File: src/rtl/fq_intc_pkg.sv
package fq_intc_pkg;
  localparam int unsigned ADDR_W = 5;
  localparam int unsigned DATA_W = 32;
  localparam int unsigned IDX_W  = 3;

  typedef enum logic [IDX_W-1:0] {
    IDX_NORM_PEND = 3'd0,
    IDX_ENABLE    = 3'd1,
    IDX_ROUTE     = 3'd2,
    IDX_FAST_PEND = 3'd3,
    IDX_RAW_PEND  = 3'd4,
    IDX_CONTROL   = 3'd5,
    IDX_SPARE6    = 3'd6,
    IDX_SPARE7    = 3'd7
  } reg_idx_e;
endpackage

File: src/rtl/fq_intc_rst_sync.sv
module fq_intc_rst_sync #(
  parameter int unsigned STAGES = 2
) (
  input  logic clk,
  input  logic rst_n,
  output logic rst_n_o
);
  logic [STAGES-1:0] chain_q;
  logic [STAGES-1:0] chain_d;

  always_comb chain_d = {chain_q[STAGES-2:0], 1'b1};

  always_ff @(posedge clk or negedge rst_n) begin
    if (!rst_n) chain_q <= '0;
    else        chain_q <= chain_d;
  end

  assign rst_n_o = chain_q[STAGES-1];
endmodule

File: src/rtl/fq_intc_cfg_regs.sv
module fq_intc_cfg_regs
  import fq_intc_pkg::*;
#(
  parameter int unsigned NSRC = 25
) (
  input  logic            clk,
  input  logic            rst_n,
  input  logic            wr_en_i,
  input  logic            aligned_i,
  input  reg_idx_e        widx_i,
  input  logic [NSRC-1:0] wdata_i,
  output logic [NSRC-1:0] enable_o,
  output logic [NSRC-1:0] route_o,
  output logic            dim_o
);
  logic [NSRC-1:0] enable_q, enable_d;
  logic [NSRC-1:0] route_q,  route_d;
  logic            dim_q,    dim_d;
  logic            en_wr, rt_wr, ct_wr;

  always_comb begin
    en_wr    = wr_en_i && aligned_i && (widx_i == IDX_ENABLE);
    rt_wr    = wr_en_i && aligned_i && (widx_i == IDX_ROUTE);
    ct_wr    = wr_en_i && aligned_i && (widx_i == IDX_CONTROL);
    enable_d = en_wr ? wdata_i    : enable_q;
    route_d  = rt_wr ? wdata_i    : route_q;
    dim_d    = ct_wr ? wdata_i[0] : dim_q;
  end

  always_ff @(posedge clk or negedge rst_n) begin
    if (!rst_n) begin
      enable_q <= '0;
      route_q  <= '0;
      dim_q    <= 1'b0;
    end else begin
      enable_q <= enable_d;
      route_q  <= route_d;
      dim_q    <= dim_d;
    end
  end

  assign enable_o = enable_q;
  assign route_o  = route_q;
  assign dim_o    = dim_q;

  // the enable word changes only through its own aligned write
  p_enable_hold_r8: assert property (@(posedge clk) disable iff (!rst_n)
    !(wr_en_i && aligned_i && widx_i == IDX_ENABLE) |=> $stable(enable_o));
  // the control bit changes only through its own aligned write
  p_dim_hold_r8: assert property (@(posedge clk) disable iff (!rst_n)
    !(wr_en_i && aligned_i && widx_i == IDX_CONTROL) |=> $stable(dim_o));
endmodule

File: src/rtl/fq_intc_route.sv
module fq_intc_route #(
  parameter int unsigned NSRC = 25
) (
  input  logic            clk,
  input  logic            rst_n,
  input  logic [NSRC-1:0] src_i,
  input  logic            idle_i,
  input  logic [NSRC-1:0] enable_i,
  input  logic [NSRC-1:0] route_i,
  input  logic            dim_i,
  output logic [NSRC-1:0] raw_o,
  output logic [NSRC-1:0] fast_pend_o,
  output logic [NSRC-1:0] norm_pend_o,
  output logic            fiq_o,
  output logic            irq_o
);
  logic [NSRC-1:0] raw_q;
  logic [NSRC-1:0] qual;
  logic            open_gate;
  logic            fiq_q, fiq_d;
  logic            irq_q, irq_d;

  always_comb begin
    open_gate   = idle_i && !dim_i;
    qual        = open_gate ? raw_q : (raw_q & enable_i);
    fast_pend_o = qual & route_i;
    norm_pend_o = qual & ~route_i;
    fiq_d       = |fast_pend_o;
    irq_d       = |norm_pend_o;
  end

  always_ff @(posedge clk or negedge rst_n) begin
    if (!rst_n) begin
      raw_q <= '0;
      fiq_q <= 1'b0;
      irq_q <= 1'b0;
    end else begin
      raw_q <= src_i;
      fiq_q <= fiq_d;
      irq_q <= irq_d;
    end
  end

  assign raw_o = raw_q;
  assign fiq_o = fiq_q;
  assign irq_o = irq_q;

  // disabled sources stay out of both views unless the idle gate is open
  p_masked_quiet_r3: assert property (@(posedge clk) disable iff (!rst_n)
    (!idle_i || dim_i) |-> (((fast_pend_o | norm_pend_o) & ~enable_i) == '0));
  // the two views never share a source
  p_disjoint_r4: assert property (@(posedge clk) disable iff (!rst_n)
    ((fast_pend_o & norm_pend_o) == '0));
  // a rising fast request is backed by a non-empty view one cycle earlier
  p_fiq_backed_r5: assert property (@(posedge clk) disable iff (!rst_n)
    $rose(fiq_o) |-> $past(fast_pend_o != '0));
  // a rising normal request is backed by a non-empty view one cycle earlier
  p_irq_backed_r5: assert property (@(posedge clk) disable iff (!rst_n)
    $rose(irq_o) |-> $past(norm_pend_o != '0));
  // with the gate open every raw bit lands in exactly one view
  p_idle_open_r6: assert property (@(posedge clk) disable iff (!rst_n)
    (idle_i && !dim_i) |-> ((fast_pend_o | norm_pend_o) == raw_o));
endmodule

File: src/rtl/fq_intc.sv
module fq_intc
  import fq_intc_pkg::*;
#(
  parameter int unsigned NSRC = 25
) (
  input  logic              clk,
  input  logic              rst_n,
  input  logic [NSRC-1:0]   src_i,
  input  logic              idle_i,
  input  logic [ADDR_W-1:0] addr_i,
  input  logic              wr_en_i,
  input  logic [DATA_W-1:0] wdata_i,
  output logic [DATA_W-1:0] rdata_o,
  output logic              fiq_o,
  output logic              irq_o
);
  localparam int unsigned PAD_W = DATA_W - NSRC;

  logic            rst_n_s;
  logic            aligned;
  reg_idx_e        idx;
  logic [NSRC-1:0] enable, route, raw, fast_pend, norm_pend;
  logic            dim;

  assign aligned = (addr_i[1:0] == 2'b00);
  assign idx     = reg_idx_e'(addr_i[ADDR_W-1:2]);

  fq_intc_rst_sync #(.STAGES(2)) u_rst (
    .clk(clk), .rst_n(rst_n), .rst_n_o(rst_n_s)
  );

  fq_intc_cfg_regs #(.NSRC(NSRC)) u_cfg (
    .clk(clk), .rst_n(rst_n_s), .wr_en_i(wr_en_i), .aligned_i(aligned),
    .widx_i(idx), .wdata_i(wdata_i[NSRC-1:0]),
    .enable_o(enable), .route_o(route), .dim_o(dim)
  );

  fq_intc_route #(.NSRC(NSRC)) u_route (
    .clk(clk), .rst_n(rst_n_s), .src_i(src_i), .idle_i(idle_i),
    .enable_i(enable), .route_i(route), .dim_i(dim),
    .raw_o(raw), .fast_pend_o(fast_pend), .norm_pend_o(norm_pend),
    .fiq_o(fiq_o), .irq_o(irq_o)
  );

  always_comb begin
    rdata_o = '0;
    if (aligned) begin
      unique case (idx)
        IDX_NORM_PEND: rdata_o = {{PAD_W{1'b0}}, norm_pend};
        IDX_ENABLE:    rdata_o = {{PAD_W{1'b0}}, enable};
        IDX_ROUTE:     rdata_o = {{PAD_W{1'b0}}, route};
        IDX_FAST_PEND: rdata_o = {{PAD_W{1'b0}}, fast_pend};
        IDX_RAW_PEND:  rdata_o = {{PAD_W{1'b0}}, raw};
        IDX_CONTROL:   rdata_o = {{(DATA_W-1){1'b0}}, dim};
        default:       rdata_o = '0;
      endcase
    end
  end

  // while reset is held, both requests are low
  p_reset_quiet_r1: assert property (@(posedge clk)
    !rst_n_s |=> (!fiq_o && !irq_o));
endmodule

File: config.mk
export PLATFORM = sky130hd
export DESIGN_NAME = fq_intc
export DESIGN_NICKNAME = d
export VERILOG_FILES = /design/src/rtl/fq_intc_pkg.sv /design/src/rtl/fq_intc_rst_sync.sv /design/src/rtl/fq_intc_cfg_regs.sv /design/src/rtl/fq_intc_route.sv /design/src/rtl/fq_intc.sv
export SDC_FILE = /design/constraint.sdc
export NUM_CORES = 1
export LEC_CHECK = 0
export CAP_MARGIN = 10
export CORE_MARGIN = 2
export CORE_UTILIZATION = 49
export DETAILED_ROUTE_END_ITERATION = 12
export GPL_ROUTABILITY_DRIVEN = 0
export PLACE_DENSITY = 0.79
export SETUP_SLACK_MARGIN = 0.3
export SLEW_MARGIN = 30
export SYNTH_ARGS = -nofsm -noshare
export SYNTH_HDL_FRONTEND = slang
export SYNTH_SLANG_ARGS = --single-unit
export TNS_END_PERCENT = 20
File: constraint.sdc
create_clock -name clk -period 3.19 [get_ports clk]
set_clock_uncertainty 0.1 [all_clocks]
set_input_delay 0.4785 -clock clk [delete_from_list [all_inputs] [get_ports clk]]
set_output_delay 0.4785 -clock clk [all_outputs]
set_load 0.05 [all_outputs]
# Yosys cells after proc, flatten, opt, wreduce, memory -nomap -nowiden
# Index checks and enable logic that the tools add are counted.
[totals]
rom_bits = 0
ram_bits = 0
regBits = 80
latch_bits = 0
n_memories = 0
output_inout_bits = 34
[op_classes]
mul = 0
eq_ne = 5
bitwise = 4
n_shift = 0
muxes = 3
reduce_logical = 10
order_cmp = 0
add_sub_neg = 0
n_div = 0
[ops]
columns = ["op", "count"]
rows = [
  ["one-hot mux 25 bit (6 select lines)", 1],
  ["AND 25 bit", 3],
  ["2-to-1 mux 25 bit", 2],
  ["OR reduction 25 bit", 2],
  ["inverter 25 bit", 1],
  ["equality test 3 x 2 -> 1 bit, second input constant", 2],
  ["equality test 3 bit, second input constant", 2],
  ["logical AND 1 bit", 5],
  ["equality test 3 x 1 -> 1 bit, second input constant", 1],
  ["logical NOT 3 bit", 1],
  ["logical NOT 2 bit", 1],
  ["logical NOT 1 bit", 1],
]

# Depth between registers and ports, before layout
# Gate-level depths: netlist of the first run.
[depth]
word_depth = 6
mapped_depth = 8
ltp_nobuf = 5

# By module
# From an unflattened synthesis of the first run, not the netlist that was laid out.
[hier_totals]
cells_unflattened = 399
hier_area_um2 = 4453.0
[by_module_without_submodules]
columns = ["mod", "area_each_um2", "instances", "cells_per_inst"]
rows = [
  ["fq_intc_cfg_regs", 1959.4, 1, 110],
  ["fq_intc_route", 1337.5, 1, 140],
  ["fq_intc", 1102.3, 1, 146],
  ["fq_intc_rst_sync", 53.8, 1, 3],
]

# Worst setup path after synthesis of the first run
# No wires, ideal clock.
[synth_timing]
path_type = "input -> output"
startpoint = "in addr_i[3]"
endpoint = "out rdata_o[18]"
required_ns = 2.612
slack_ns = 0.322
n_path_buf = 3
stages = 7
t_arrival_ns = 2.289
cell_sequence = "buf_6 -> or3_1 -> clkbuf_2 -> buf_6 -> o32ai_1 -> a21oi_1 -> a21oi_1"
[synth_between]
elab_chain_len = 3
elab_cells_between_ends = 8
[synth_lines]
columns = ["item", "line", "source"]
rows = [
  ["from (decl)", "fq_intc.sv:10", "input logic [ADDR_W-1:0] addr_i,"],
  ["equality test 3 bit, or another cell as far along", "fq_intc.sv:48", "unique case (idx)"],
  ["one-hot mux 25 bit (6 select lines) *", "fq_intc.sv:48", ""],
  ["2-to-1 mux 25 bit *", "fq_intc.sv:47", "if (aligned) begin"],
  ["to (decl)", "fq_intc.sv:13", "output logic [DATA_W-1:0] rdata_o,"],
]
# Every way passes the cells marked *; elsewhere a longest branch is shown, timed or not.

# Worst setup path in the final report of the first run
[layout_timing]
startpoint = "in idle_i"
endpoint = "out rdata_o[8]"
[layout_between]
elab_chain_len = 5
elab_cells_between_ends = 6
[layout_lines]
columns = ["item", "line", "source"]
rows = [
  ["from (decl)", "fq_intc.sv:9", "input logic idle_i,"],
  ["logical AND 1 bit *", "fq_intc_route.sv:24", "open_gate = idle_i && !dim_i;"],
  ["2-to-1 mux 25 bit *", "fq_intc_route.sv:25", "qual = open_gate ? raw_q : (raw_q & enable_i);"],
  ["AND 25 bit (on tied branches)", "fq_intc_route.sv:26, fq_intc_route.sv:27", ""],
  ["one-hot mux 25 bit (6 select lines) *", "fq_intc.sv:48", ""],
  ["2-to-1 mux 25 bit *", "fq_intc.sv:47", ""],
]
# Marks and branches as above.

==> reports/results.env, run 1 <==
DETAIL_ROUTE.DRC_VIOLATIONS=0
CTS_TREE='yes'
WORSTMARGINPINSLEW_NS=0.7378
TOP_LEVEL_PORTS=100
ASYNCSETRESETFLOPFRACSYNTH_PCT=100.0
GRT_FIRST_PASS_WIRELENGTH_MM=19.65
YS_SEQ_ELEMENTS=80
TIMING.CRITICAL_PATH.TO_TYPE='output pin'
SYNTH_FLOP_CELL='dfrtp_1'
CLOCK_POWER_SHARE_PCT=28.6
BUFFERS_ON_PORTS=85
INITIAL_ANTENNA_VIOLATION_COUNT=0
GRT_MAX_DEGREE=79
SYN2LAYOUT_AREA_GROWTH_PCT=38.13
TIMING.CRITICAL_PATH.ARRIVAL_NS=2.29
PERIOD_MINUS_SLACK_NS=2.867
SYNTHMOSTINSTANTIATEDCELL='dfrtp_1'
FINALWIRELENGTH_MM=12.27
SYNTH-EDFF-COUNT=0
PATH_CLK_SLEW_NS=0.08
WORST_SKEW_PAIR.LATE_LATENCY_NS=0.35
DRTITER0DRC=449
POST_ROUTE_CELLS_DRIVE_ABOVE_1_SHARE_PCT=27.92
PORTION_OF_SYNTHESIZED_CELL_AREA_OCCUPIED_BY_THE_LEADING_CELL_TYPE_PCT=47.62
RUN_STATUS='complete, no violations'
DIE_X_UM=96.63
REGAREA_MM2=0.002003
TIMING.SETUP.TNS_NS=0
P_SW_uW=882.1
MAX-VDD-IR-DROP_uV=357.8
PLACEMENTROWS=33
CRITPATHMAXFANOUT=9
CTS_MAX_PATH_BUFFERS=2
POWER_SWITCHING_SHARE_PCT=31.10
DETAILED_PLACE.AREA_MM2=0.005453
PATH_CLASS='primary input to output pin'
POWER_REPORT.INTERNAL_TOTAL_uW=1955
TIMING.RR.END='u_route.irq_o'
SYNTH_CELLS=405
DR_VIAS=3986
ROUTE.DETAILED.WL_PER_INST_UM=20.12
HOLD_PATH_CLASS='primary input to async pin'
FLOORPLAN.INITIALDENSITY_PCT=50.91
NUMCTSBUFFERS=9
FILLERINSTANCES=580
MAXSLEWHEADROOM_PCT=50.64
CRIT-REG2REG-LAUNCH='u_cfg.dim_o'
SYNTHESIS.AREA_MM2=0.004204
NETLIST.TOP_CELL.BY_AREA='dfrtp_1'
CP-START-KIND='primary input'
COMBPWRFRAC_PCT=24.8
FINALINSTANCEAREA_MM2=0.005807
CRITICAL_PATH_REQUIRED_NS=2.61
ROOT_BUFFER='clkbuf_8'
GLOBAL_ROUTE.USAGE.TOTAL_PCT=25.96
GRT_SETUP_UNREPAIRED='yes'
CHIPHEIGHT_UM=96.63
INSERTEDDIODECOUNT=0
POST_SYNTH.CELL_AREA_AVG_UM2=10.38
DIE-AREA_MM2=0.009336
YOSYS.CELL_TYPES.COUNT=47
MAX-CAP-VIOLATIONS=0
MULTIINPUTGATEAREA_MM2=0.002061
WORSTREGTOREGCELLS=7
VIAS_PER_CELL=6.534
DP.FINAL_HPWL_MM=8.127
SETUP_VIOL=0
SYNTH_WARNINGS=0
PWR-SHARE-SEQ_PCT=46.6
POST_SYNTH_MAIN_AREA_CONTRIBUTORS='dfrtp_1, mux2_2, o21ai_0'
POSTCTSHOLDBUFS=0
GRT_REMAINING_OVERFLOW=0
DETAILEDROUTE.FIRSTPASSITERATIONCOUNT=5
SYNTH_SEQ_AREA_SHARE_PCT=47.62
SYNTH_TOP_CELLS_BY_COUNT='dfrtp_1, mux2_2, o21ai_0, nor2_1, a21oi_1'
CLOCK_SINKS=80
FINAL_NETS=566
ACHIEVABLE-FREQUENCY_MHz=348.8
MAXSLEWVIOLCOUNT=0
FINALHOLDVIOLATIONS=0
CTS_MAX_LEVEL=3
AREAL_POWER_DENSITY_OVER_THE_CELLS_mW_PER_MM2=488.5
CORE_REGION_AREA_MM2=0.008258
RRSETUPSLACK_NS=1.09
POWER.LEAKAGE_uW=0.002355
ANTENNA_LEFT=0
TIMING.FINAL.CRIT_SHARE_PCT=89.87
VIAS_IN_THE_FIRST_GLOBAL_ROUTE=4090
critical path: stages:
cell	delay (ns)
clkdlybuf4s50_1	0.40
nor2b_4	0.15
buf_12	0.14
buf_6	0.13
o21ai_0	0.21
nor3_1	0.07
a221oi_1	0.39
a21oi_2	0.13
buf_12	0.17
stage by stage:
step	hold slack (ns)	util [%]	setup WS (ns)	total power [uW]	std cells
after floorplan	0.08291	-	0.3222	1714	411
after global placement	0.2383	66.03	0.1168	1942	587
after detailed placement	0.2425	66.03	0.07045	1980	587
after CTS	0.1643	69.50	0.3595	2811	604
after global routing	0.1595	70.32	0.2537	2955	610
final	0.1781	70.32	0.3230	2837	610
per-layer routing:
metal	vias up	global-route usage, %	routed length (um)
met4	0	10.08	415
met5	-	0	0
met3	55	7.876	1258
met2	312	41.72	5856
li1	1709	-	-
met1	1910	33.03	4744
sequential cells by signal, summed over array words and instances, names as in the netlist:
| register | count |
|---|---|
| u_cfg.enable_o | 25 |
| u_cfg.route_o | 25 |
| u_route.raw_o | 25 |
| u_rst.chain_q | 2 |
| u_cfg.dim_o | 1 |
| u_route.fiq_o | 1 |
| u_route.irq_o | 1 |
worst max path at each step:
stage | start | to | depth (start not counted)
after floorplan | addr_i[3] | rdata_o[18] | 7
after global placement | addr_i[3] | rdata_o[17] | 6
after detailed placement | addr_i[3] | rdata_o[17] | 6
after CTS | idle_i | rdata_o[15] | 8
after global routing | idle_i | rdata_o[10] | 9
final | idle_i | rdata_o[8] | 9
what timing repair did:
item,4_1_cts,5_1_grt
gates cloned,1,0
endpoints found under the setup margin,21,6
gates resized for setup,17,9
pin swaps,4,6
buffers inserted,0,6
kinds of logic after synthesis:
kind of cell    synth area share (%)
compound gates                 22.59
other cells                   0.1786
flops                          47.62
simple gates                   10.51
buf+inv                        5.208
mux                            13.90
layout by cell type (no fill, tap or decap), types with 3 or more instances in the layout:
cell type	count
clkbuf_8	9
a221oi_1	8
buf_6	4
nor2b_1	8
nor2_1	29
conb_1	8
a22o_1	4
or3_1	3
a22oi_1	20
a21oi_1	19
nor4_1	6
or2_2	5
inv_1	7
dfrtp_1	79
o21ai_1	4
nor3_1	4
o22ai_1	9
o221ai_1	6
o211ai_1	17
nand2_1	14
o21a_1	3
buf_4	21
clkdlybuf4s50_1	57
o2111ai_1	3
buf_12	26
a222oi_1	3
mux2_2	51
o21ai_0	28
dlygate4sd2_1	3
a21oi_2	8
nor2b_2	3
power by group through the flow:
stage	combinational (uW)	clock, uW	sequential (uW)
detailed placement	650	0	1330
floorplan	395	0	1320
finish	703	811	1320
global placement	627	0	1320
global route	748	864	1340
CTS	674	825	1310
area by class of cell:
class                      instances  area share [%]
multi-input combinational        289           35.49
sequential                        80           34.50
timing repair buffer             113           23.64
clock buffer                      11           2.262
tap                              105           2.262
clock inverter                     5           1.401
inverter                           7          0.4525
Note: power is estimated with default switching activity, not from simulation.
==> run 2, diff against run 1 <==
--- a/config.mk
+++ b/config.mk
@@ -11,6 +11,7 @@
 export DETAILED_ROUTE_END_ITERATION = 12
 export GPL_ROUTABILITY_DRIVEN = 0
 export PLACE_DENSITY = 0.79
+export RECOVER_POWER = 50
 export SETUP_SLACK_MARGIN = 0.3
 export SLEW_MARGIN = 30
 export SYNTH_ARGS = -nofsm -noshare
==> reports/results.env, run 2 (same netlist as run 1, synthesis figures left out) <==
GLOBAL_ROUTE.USAGE.TOTAL_PCT=25.96  # unchanged
INITIAL_ANTENNA_VIOLATION_COUNT=0  # unchanged
TIMING.SETUP.TNS_NS=0  # unchanged
ROUTE.DETAILED.WL_PER_INST_UM=20.11  # was 20.12 um
CRITICAL_PATH_CELL_BY_CELL='clkdlybuf4s50_1 -> nor2b_4 -> buf_12 -> buf_6 -> o21ai_0 -> nor3_1 -> a221oi_1 -> a21oi_2 -> buf_12'  # unchanged
SYN2LAYOUT_AREA_GROWTH_PCT=37.98  # was 38.13%
FINALINSTANCEAREA_MM2=0.005801  # was 0.005807 mm2
CORE_REGION_AREA_MM2=0.008258  # unchanged
PERIOD_MINUS_SLACK_NS=2.867  # about the same
REGAREA_MM2=0.002003  # unchanged
POSTCTSHOLDBUFS=0  # unchanged
MAXSLEWHEADROOM_PCT=-26.88  # was 50.64%
PATH_COMMON_CELL='buf_12'  # unchanged
AREAL_POWER_DENSITY_OVER_THE_CELLS_mW_PER_MM2=487.7  # was 488.5 mW/mm2
GRT_REMAINING_OVERFLOW=0  # unchanged
POWER.LEAKAGE_uW=0.002360  # was 0.002355 uW
MAXSLEWVIOLCOUNT=79  # was 0
WORST_SKEW_PAIR.LATE_LATENCY_NS=0.35  # about the same
CLOCK_SINKS=80  # unchanged
PATH_CLK_SLEW_NS=0.08  # about the same
SETUP_VIOL=0  # unchanged
GRT_FIRST_PASS_WIRELENGTH_MM=19.65  # unchanged
MAX-CAP-VIOLATIONS=1  # was 0
LAYOUT.CELLS.MOST_COMMON_LIST='dfrtp_1, mux2_2, clkdlybuf4s50_1, nor2_1, o21ai_0'  # was dfrtp_1, clkdlybuf4s50_1, mux2_2, nor2_1, o21ai_0
ROOT_BUFFER='clkbuf_8'  # unchanged
CRIT-REG2REG-LAUNCH='u_cfg.dim_o'  # unchanged
PRE_CTS_WS_NS=0.07045  # unchanged
GRT_MAX_DEGREE=79  # unchanged
VIAS_IN_THE_FIRST_GLOBAL_ROUTE=4090  # unchanged
DETAIL_ROUTE.WIRELENGTH.MET1_MM=4.730  # was 4.744 mm
CTS_MAX_PATH_BUFFERS=2  # unchanged
DETAIL_ROUTE.DRC_VIOLATIONS=0  # unchanged
CTS_TREE='yes'  # unchanged
HIGHEST-SIGNAL-LAYER='met4'  # unchanged
TOP_LEVEL_PORTS=100  # unchanged
TIMING.CRITICAL_PATH.TO_TYPE='output pin'  # unchanged
DR_VIAS=4013  # was 3986
ACHIEVABLE-FREQUENCY_MHz=348.8  # about the same
MULTIINPUTGATEAREA_MM2=0.002061  # unchanged
FLOORPLAN.INITIALDENSITY_PCT=50.91  # unchanged
FIN_HOLD_WS_NS=0.2458  # was 0.1781 ns
GRT_SETUP_UNREPAIRED='yes'  # unchanged
FINAL_NETS=566  # unchanged
DP.FINAL_HPWL_MM=8.127  # unchanged
TIMING.RR.END='u_route.irq_o'  # unchanged
FILLERINSTANCES=581  # was 580
CRITICAL_PATH_REQUIRED_NS=2.61  # about the same
MAX-VDD-IR-DROP_uV=354.0  # was 357.8 uV
BUFFERS_ON_PORTS=85  # unchanged
DIE-AREA_MM2=0.009336  # unchanged
TIMING.CRITICAL_PATH.ARRIVAL_NS=2.29  # about the same
CRITICAL_PATH.MAX_STAGE_DELAY_NS=0.40  # about the same
VIOLATIONS='capacitance limit, slew limit'
PLACEMENTROWS=33  # unchanged
MET3_WIRELENGTH_MM=1.277  # was 1.258 mm
DIE_X_UM=96.63  # unchanged
DRTITER0DRC=467  # was 449
WORSTREGTOREGCELLS=7  # unchanged
ANTENNA_LEFT=0  # unchanged
DETAILEDROUTE.FIRSTPASSITERATIONCOUNT=5  # unchanged
NUMCTSBUFFERS=9  # unchanged
SETUP_SLACK_NS=0.3226  # was 0.3230 ns
CPMAXSTAGEDELAYCELL='clkdlybuf4s50_1'  # unchanged
CHIPHEIGHT_UM=96.63  # unchanged
DETAILED_PLACE.AREA_MM2=0.005453  # unchanged
WORSTMARGINPINSLEW_NS=1.903  # was 0.7378 ns
RUN_STATUS='complete, but fails checks'  # was complete, no violations
INSERTEDDIODECOUNT=0  # unchanged
CP-START-KIND='primary input'  # unchanged
MET2ROUTEDLENGTH_MM=5.938  # was 5.856 mm
MOST_COMMON_CELL_AFTER_LAYOUT_FILL_AND_TAPS_ASIDE='dfrtp_1'  # unchanged
FINALHOLDVIOLATIONS=0  # unchanged
HOLD_PATH_CLASS='primary input to async pin'  # unchanged
PATH_CLASS='primary input to output pin'  # unchanged
CRITPATHMAXFANOUT=9  # unchanged
CTS_MAX_LEVEL=3  # unchanged
TIMING.FINAL.CRIT_SHARE_PCT=89.89  # was 89.87%
FINALWIRELENGTH_MM=12.27  # about the same
RRSETUPSLACK_NS=1.07  # was 1.09 ns
VIAS_PER_CELL=6.579  # was 6.534
POST_ROUTE_CELLS_DRIVE_ABOVE_1_SHARE_PCT=27.92  # unchanged
## run 2: cell types whose count changed in the layout (fill, tap and decap cells not counted)
cell,change
clkdlybuf4s50_1,-26
buf_6,-1
clkbuf_2,+1
dlygate4sd3_1,+26
## run 2: critical path: cells and delay by family
kind,cells,cell delay [ns]
and+or+nand+nor,2,0.22
buffers and inverters,4,0.84
AOI/OAI and AO/OA,3,0.73
## run 2: metal layers
layer / track usage [%] / vias to the layer above
met1: 33.03 / 1950
met4: 10.08 / 0
li1: - / 1711
met2: 41.72 / 306
met3: 7.876 / 46
met5: 0 / -
## run 2: where the power goes
group	switching [uW]	internal, uW	leakage (uW)
logic	353	344	0.00127
clock network	368	441	0.000104
registers	161	1160	0.000984
total	882	1950	0.00236
## run 2: worst max path at each step
stage                         start           to  slack, ns
after floorplan           addr_i[3]  rdata_o[18]       0.32
after global placement    addr_i[3]  rdata_o[17]       0.12
after detailed placement  addr_i[3]  rdata_o[17]       0.07
after CTS                    idle_i  rdata_o[15]       0.36
after global routing         idle_i  rdata_o[10]       0.25
final                        idle_i   rdata_o[8]       0.32
## run 2: layout make-up
cell class	count	share of cell area [%]
repair buffers	113	23.55
clock buffers	11	2.265
multi-input cells	289	35.53
well taps	105	2.265
flip-flops and latches	80	34.53
inverters	7	0.4530
clock inverters	5	1.402
## run 2: through the flow
stage / total power [uW] / util [%] / cells
final: 2829 / 70.24 / 610
after global routing: 2947 / 70.24 / 610
after CTS: 2811 / 69.50 / 604
after detailed placement: 1980 / 66.03 / 587
after global placement: 1942 / 66.03 / 587
after floorplan: 1714 / - / 411
## run 2: repair_timing
item | 4_1_cts | 5_1_grt
resized for setup | 17 | 9
buffers inserted | 0 | 6
gates cloned | 1 | 0
setup endpoints to repair | 21 | 6
pin swaps | 4 | 6
==> run 3, diff against run 2 <==
--- a/config.mk
+++ b/config.mk
@@ -7,10 +7,9 @@
 export LEC_CHECK = 0
 export CAP_MARGIN = 10
 export CORE_MARGIN = 2
-export CORE_UTILIZATION = 49
+export CORE_UTILIZATION = 35
 export DETAILED_ROUTE_END_ITERATION = 12
 export GPL_ROUTABILITY_DRIVEN = 0
-export PLACE_DENSITY = 0.79
 export RECOVER_POWER = 50
 export SETUP_SLACK_MARGIN = 0.3
 export SLEW_MARGIN = 30
==> reports/results.env, run 3 (same netlist as run 1, synthesis figures left out) <==
RUN_STATUS='complete, but fails checks'  # unchanged
VIOLATIONS='capacitance limit, slew limit'  # unchanged
MAXSLEWHEADROOM_PCT=-4.420  # was -26.88%
CRITPATHMAXFANOUT=26  # was 9
CRITICAL_PATH.MAX_STAGE_DELAY_NS=0.46  # was 0.40 ns
POST_ROUTE_CELLS_DRIVE_ABOVE_1_SHARE_PCT=26.36  # was 27.92%
DR_VIAS=3786  # was 4013
SYN2LAYOUT_AREA_GROWTH_PCT=38.78  # was 37.98%
CPMAXSTAGEDELAYCELL='clkdlybuf4s50_1'  # unchanged
VIAS_PER_CELL=5.879  # was 6.579
INSERTEDDIODECOUNT=0  # unchanged
FIN_CELLS=644  # was 610
WORST-PATH-BUF-INV=3  # was 4
FILLERINSTANCES=1066  # was 581
SETUP_VIOL=0  # unchanged
TOP_LEVEL_PORTS=100  # unchanged
GLOBALROUTE.BUSIESTLAYER='met2'  # unchanged
CHIPHEIGHT_UM=113.6  # was 96.63 um
DRTITER0DRC=267  # was 467
CTS_MAX_PATH_BUFFERS=2  # unchanged
PATH_COMMON_CELL='buf_12'  # unchanged
MOST_COMMON_CELL_AFTER_LAYOUT_FILL_AND_TAPS_ASIDE='dfrtp_1'  # unchanged
CORE_REGION_AREA_MM2=0.01186  # was 0.008258 mm2
DETAIL_ROUTE.DRC_VIOLATIONS=0  # unchanged
GRT_MAX_DEGREE=41  # was 79
POWER.LEAKAGE_uW=0.002349  # was 0.002360 uW
NUMCTSBUFFERS=9  # unchanged
CTS_TREE='yes'  # unchanged
WORST_SKEW_PAIR.LATE_LATENCY_NS=0.34  # was 0.35 ns
PERIOD_MINUS_SLACK_NS=2.853  # was 2.867 ns
TOTAL_POWER_CONSUMPTION_uW=2981  # was 2829 uW
CRITICAL_PATH_REQUIRED_NS=2.61  # about the same
HOLD_PATH_CLASS='primary input to async pin'  # unchanged
VIAS_IN_THE_FIRST_GLOBAL_ROUTE=3641  # was 4090
CP-START-KIND='primary input'  # unchanged
PLACEMENTROWS=40  # was 33
GLOBAL_ROUTE.USAGE.TOTAL_PCT=19.42  # was 25.96%
CTS_MAX_LEVEL=3  # unchanged
BUFFERS_ON_PORTS=85  # unchanged
MAXSLEWVIOLCOUNT=40  # was 79
FIN_HOLD_WS_NS=0.2568  # was 0.2458 ns
USE_MET1_PCT=25.85  # was 33.03%
PATH_CLK_SLEW_NS=0.06  # was 0.08 ns
FINALWIRELENGTH_MM=12.40  # was 12.27 mm
DIE-AREA_MM2=0.01290  # was 0.009336 mm2
TIMING.FINAL.CRIT_SHARE_PCT=89.42  # was 89.89%
INITIAL_ANTENNA_VIOLATION_COUNT=0  # unchanged
CRITICAL_PATH.TOP_DELAY_FAMILY='buffers and inverters'  # unchanged
CRITICAL_PATH_CELL_BY_CELL='clkdlybuf4s50_1 -> nor2b_4 -> buf_12 -> o21ai_0 -> nor2_1 -> a221oi_1 -> a21oi_1 -> buf_12'  # was clkdlybuf4s50_1 -> nor2b_4 -> buf_12 -> buf_6 -> o21ai_0 -> nor3_1 -> a221oi_1 -> a21oi_2 -> buf_12
ANTENNA_LEFT=0  # unchanged
DETAILED_PLACE.AREA_MM2=0.005520  # was 0.005453 mm2
DIE_X_UM=113.6  # was 96.63 um
CLOCK_SINKS=80  # unchanged
MULTIINPUTGATEAREA_MM2=0.002054  # was 0.002061 mm2
AREAL_POWER_DENSITY_OVER_THE_CELLS_mW_PER_MM2=511.0  # was 487.7 mW/mm2
GRT_FIRST_PASS_WIRELENGTH_MM=19.21  # was 19.65 mm
MAX-CAP-VIOLATIONS=1  # unchanged
ROUTE.DETAILED.WL_PER_INST_UM=19.25  # was 20.11 um
DP.FINAL_HPWL_MM=8.505  # was 8.127 mm
ROOT_BUFFER='clkbuf_16'  # was clkbuf_8
PATH_CLASS='primary input to output pin'  # unchanged
FLOORPLAN.INITIALDENSITY_PCT=35.44  # was 50.91%
FINALINSTANCEAREA_MM2=0.005834  # was 0.005801 mm2
REGAREA_MM2=0.002002  # was 0.002003 mm2
MAX-VDD-IR-DROP_uV=247.9  # was 354.0 uV
ACHIEVABLE-FREQUENCY_MHz=350.6  # was 348.8 MHz
POST-PLACE-CELLS=627  # was 587
FINAL_NETS=558  # was 566
TIMING.CRITICAL_PATH.ARRIVAL_NS=2.27  # was 2.29 ns
GRT_UTIL_MET2_PCT=30.42  # was 41.72%
MET3_USAGE_PCT=3.985  # was 7.876%
DETAILEDROUTE.FIRSTPASSITERATIONCOUNT=5  # unchanged
GRT_SETUP_UNREPAIRED='yes'  # unchanged
POSTCTSHOLDBUFS=0  # unchanged
GRT_REMAINING_OVERFLOW=0  # unchanged
WORSTMARGINPINSLEW_NS=1.566  # was 1.903 ns
FINALHOLDVIOLATIONS=0  # unchanged
LAYOUT.CELLS.MOST_COMMON_LIST='dfrtp_1, mux2_2, clkdlybuf4s50_1, o21ai_0, nor2_1'  # was dfrtp_1, mux2_2, clkdlybuf4s50_1, nor2_1, o21ai_0
TIMING.CRITICAL_PATH.TO_TYPE='output pin'  # unchanged
==> run 3: changes by cell type in the layout (fill, tap and decap cells not counted), moves of 2 or more <==
cell,delta
buf_12,+2
buf_4,-6
buf_6,-2
clkbuf_16,+8
clkbuf_8,-9
clkinv_2,+2
nor2b_1,-2
nor2b_2,+2
o21ai_0,+2
o21ai_1,-2
==> run 3: area by class of cell <==
cell class | instances | area share [%]
multi-input combinational | 289 | 35.21
timing repair buffer | 105 | 22.05
sequential | 80 | 34.31
tap | 147 | 3.152
inverter | 7 | 0.4504
clock inverter | 4 | 0.7720
clock buffer | 12 | 4.053
==> run 3: power by group <==
part	internal (uW)	switching [uW]	total, uW
logic	324	327	651
clock network	602	398	1000
registers	1160	166	1330
==> run 3: repair_timing <==
| action | 4_1_cts | 5_1_grt |
|---|---|---|
| gates resized for setup | 15 | 3 |
| setup endpoints to repair | 25 | 6 |
| pin swaps | 1 | 1 |
| buffers inserted | 1 | 0 |
==> run 3: per-layer routing <==
metal	part of all wire, %	wire, um
met4	1.7	216
met3	7.9	980
met5	0	0
met2	48	6003
met1	42	5199
==> run 3: final timing paths <==
kind                             startpoint          endpoint  slack (ns)  cells after the start
setup / recovery                     idle_i       rdata_o[20]        0.34                      8
hold / removal                        rst_n  u_rst.chain_q[1]        0.26                      1
setup reg to reg           u_rst.chain_q[1]     u_route.fiq_o        0.73                      1
hold reg to reg            u_rst.chain_q[0]  u_rst.chain_q[1]        0.26                      0
max in group asynchronous  u_rst.chain_q[1]     u_route.fiq_o        0.73                      1
min in group clk           u_rst.chain_q[0]  u_rst.chain_q[1]        0.26                      0
==> run 3: metrics by stage <==
stage	utilization, %	setup TNS (ns)	worst slack (ns)
after detailed placement	46.54	-0.07677	-0.07190
after floorplan	-	0	0.3222
after global placement	46.37	-0.03311	-0.03311
after CTS	49.28	0	0.3012
final	49.19	0	0.3375
after global routing	49.19	0	0.2363
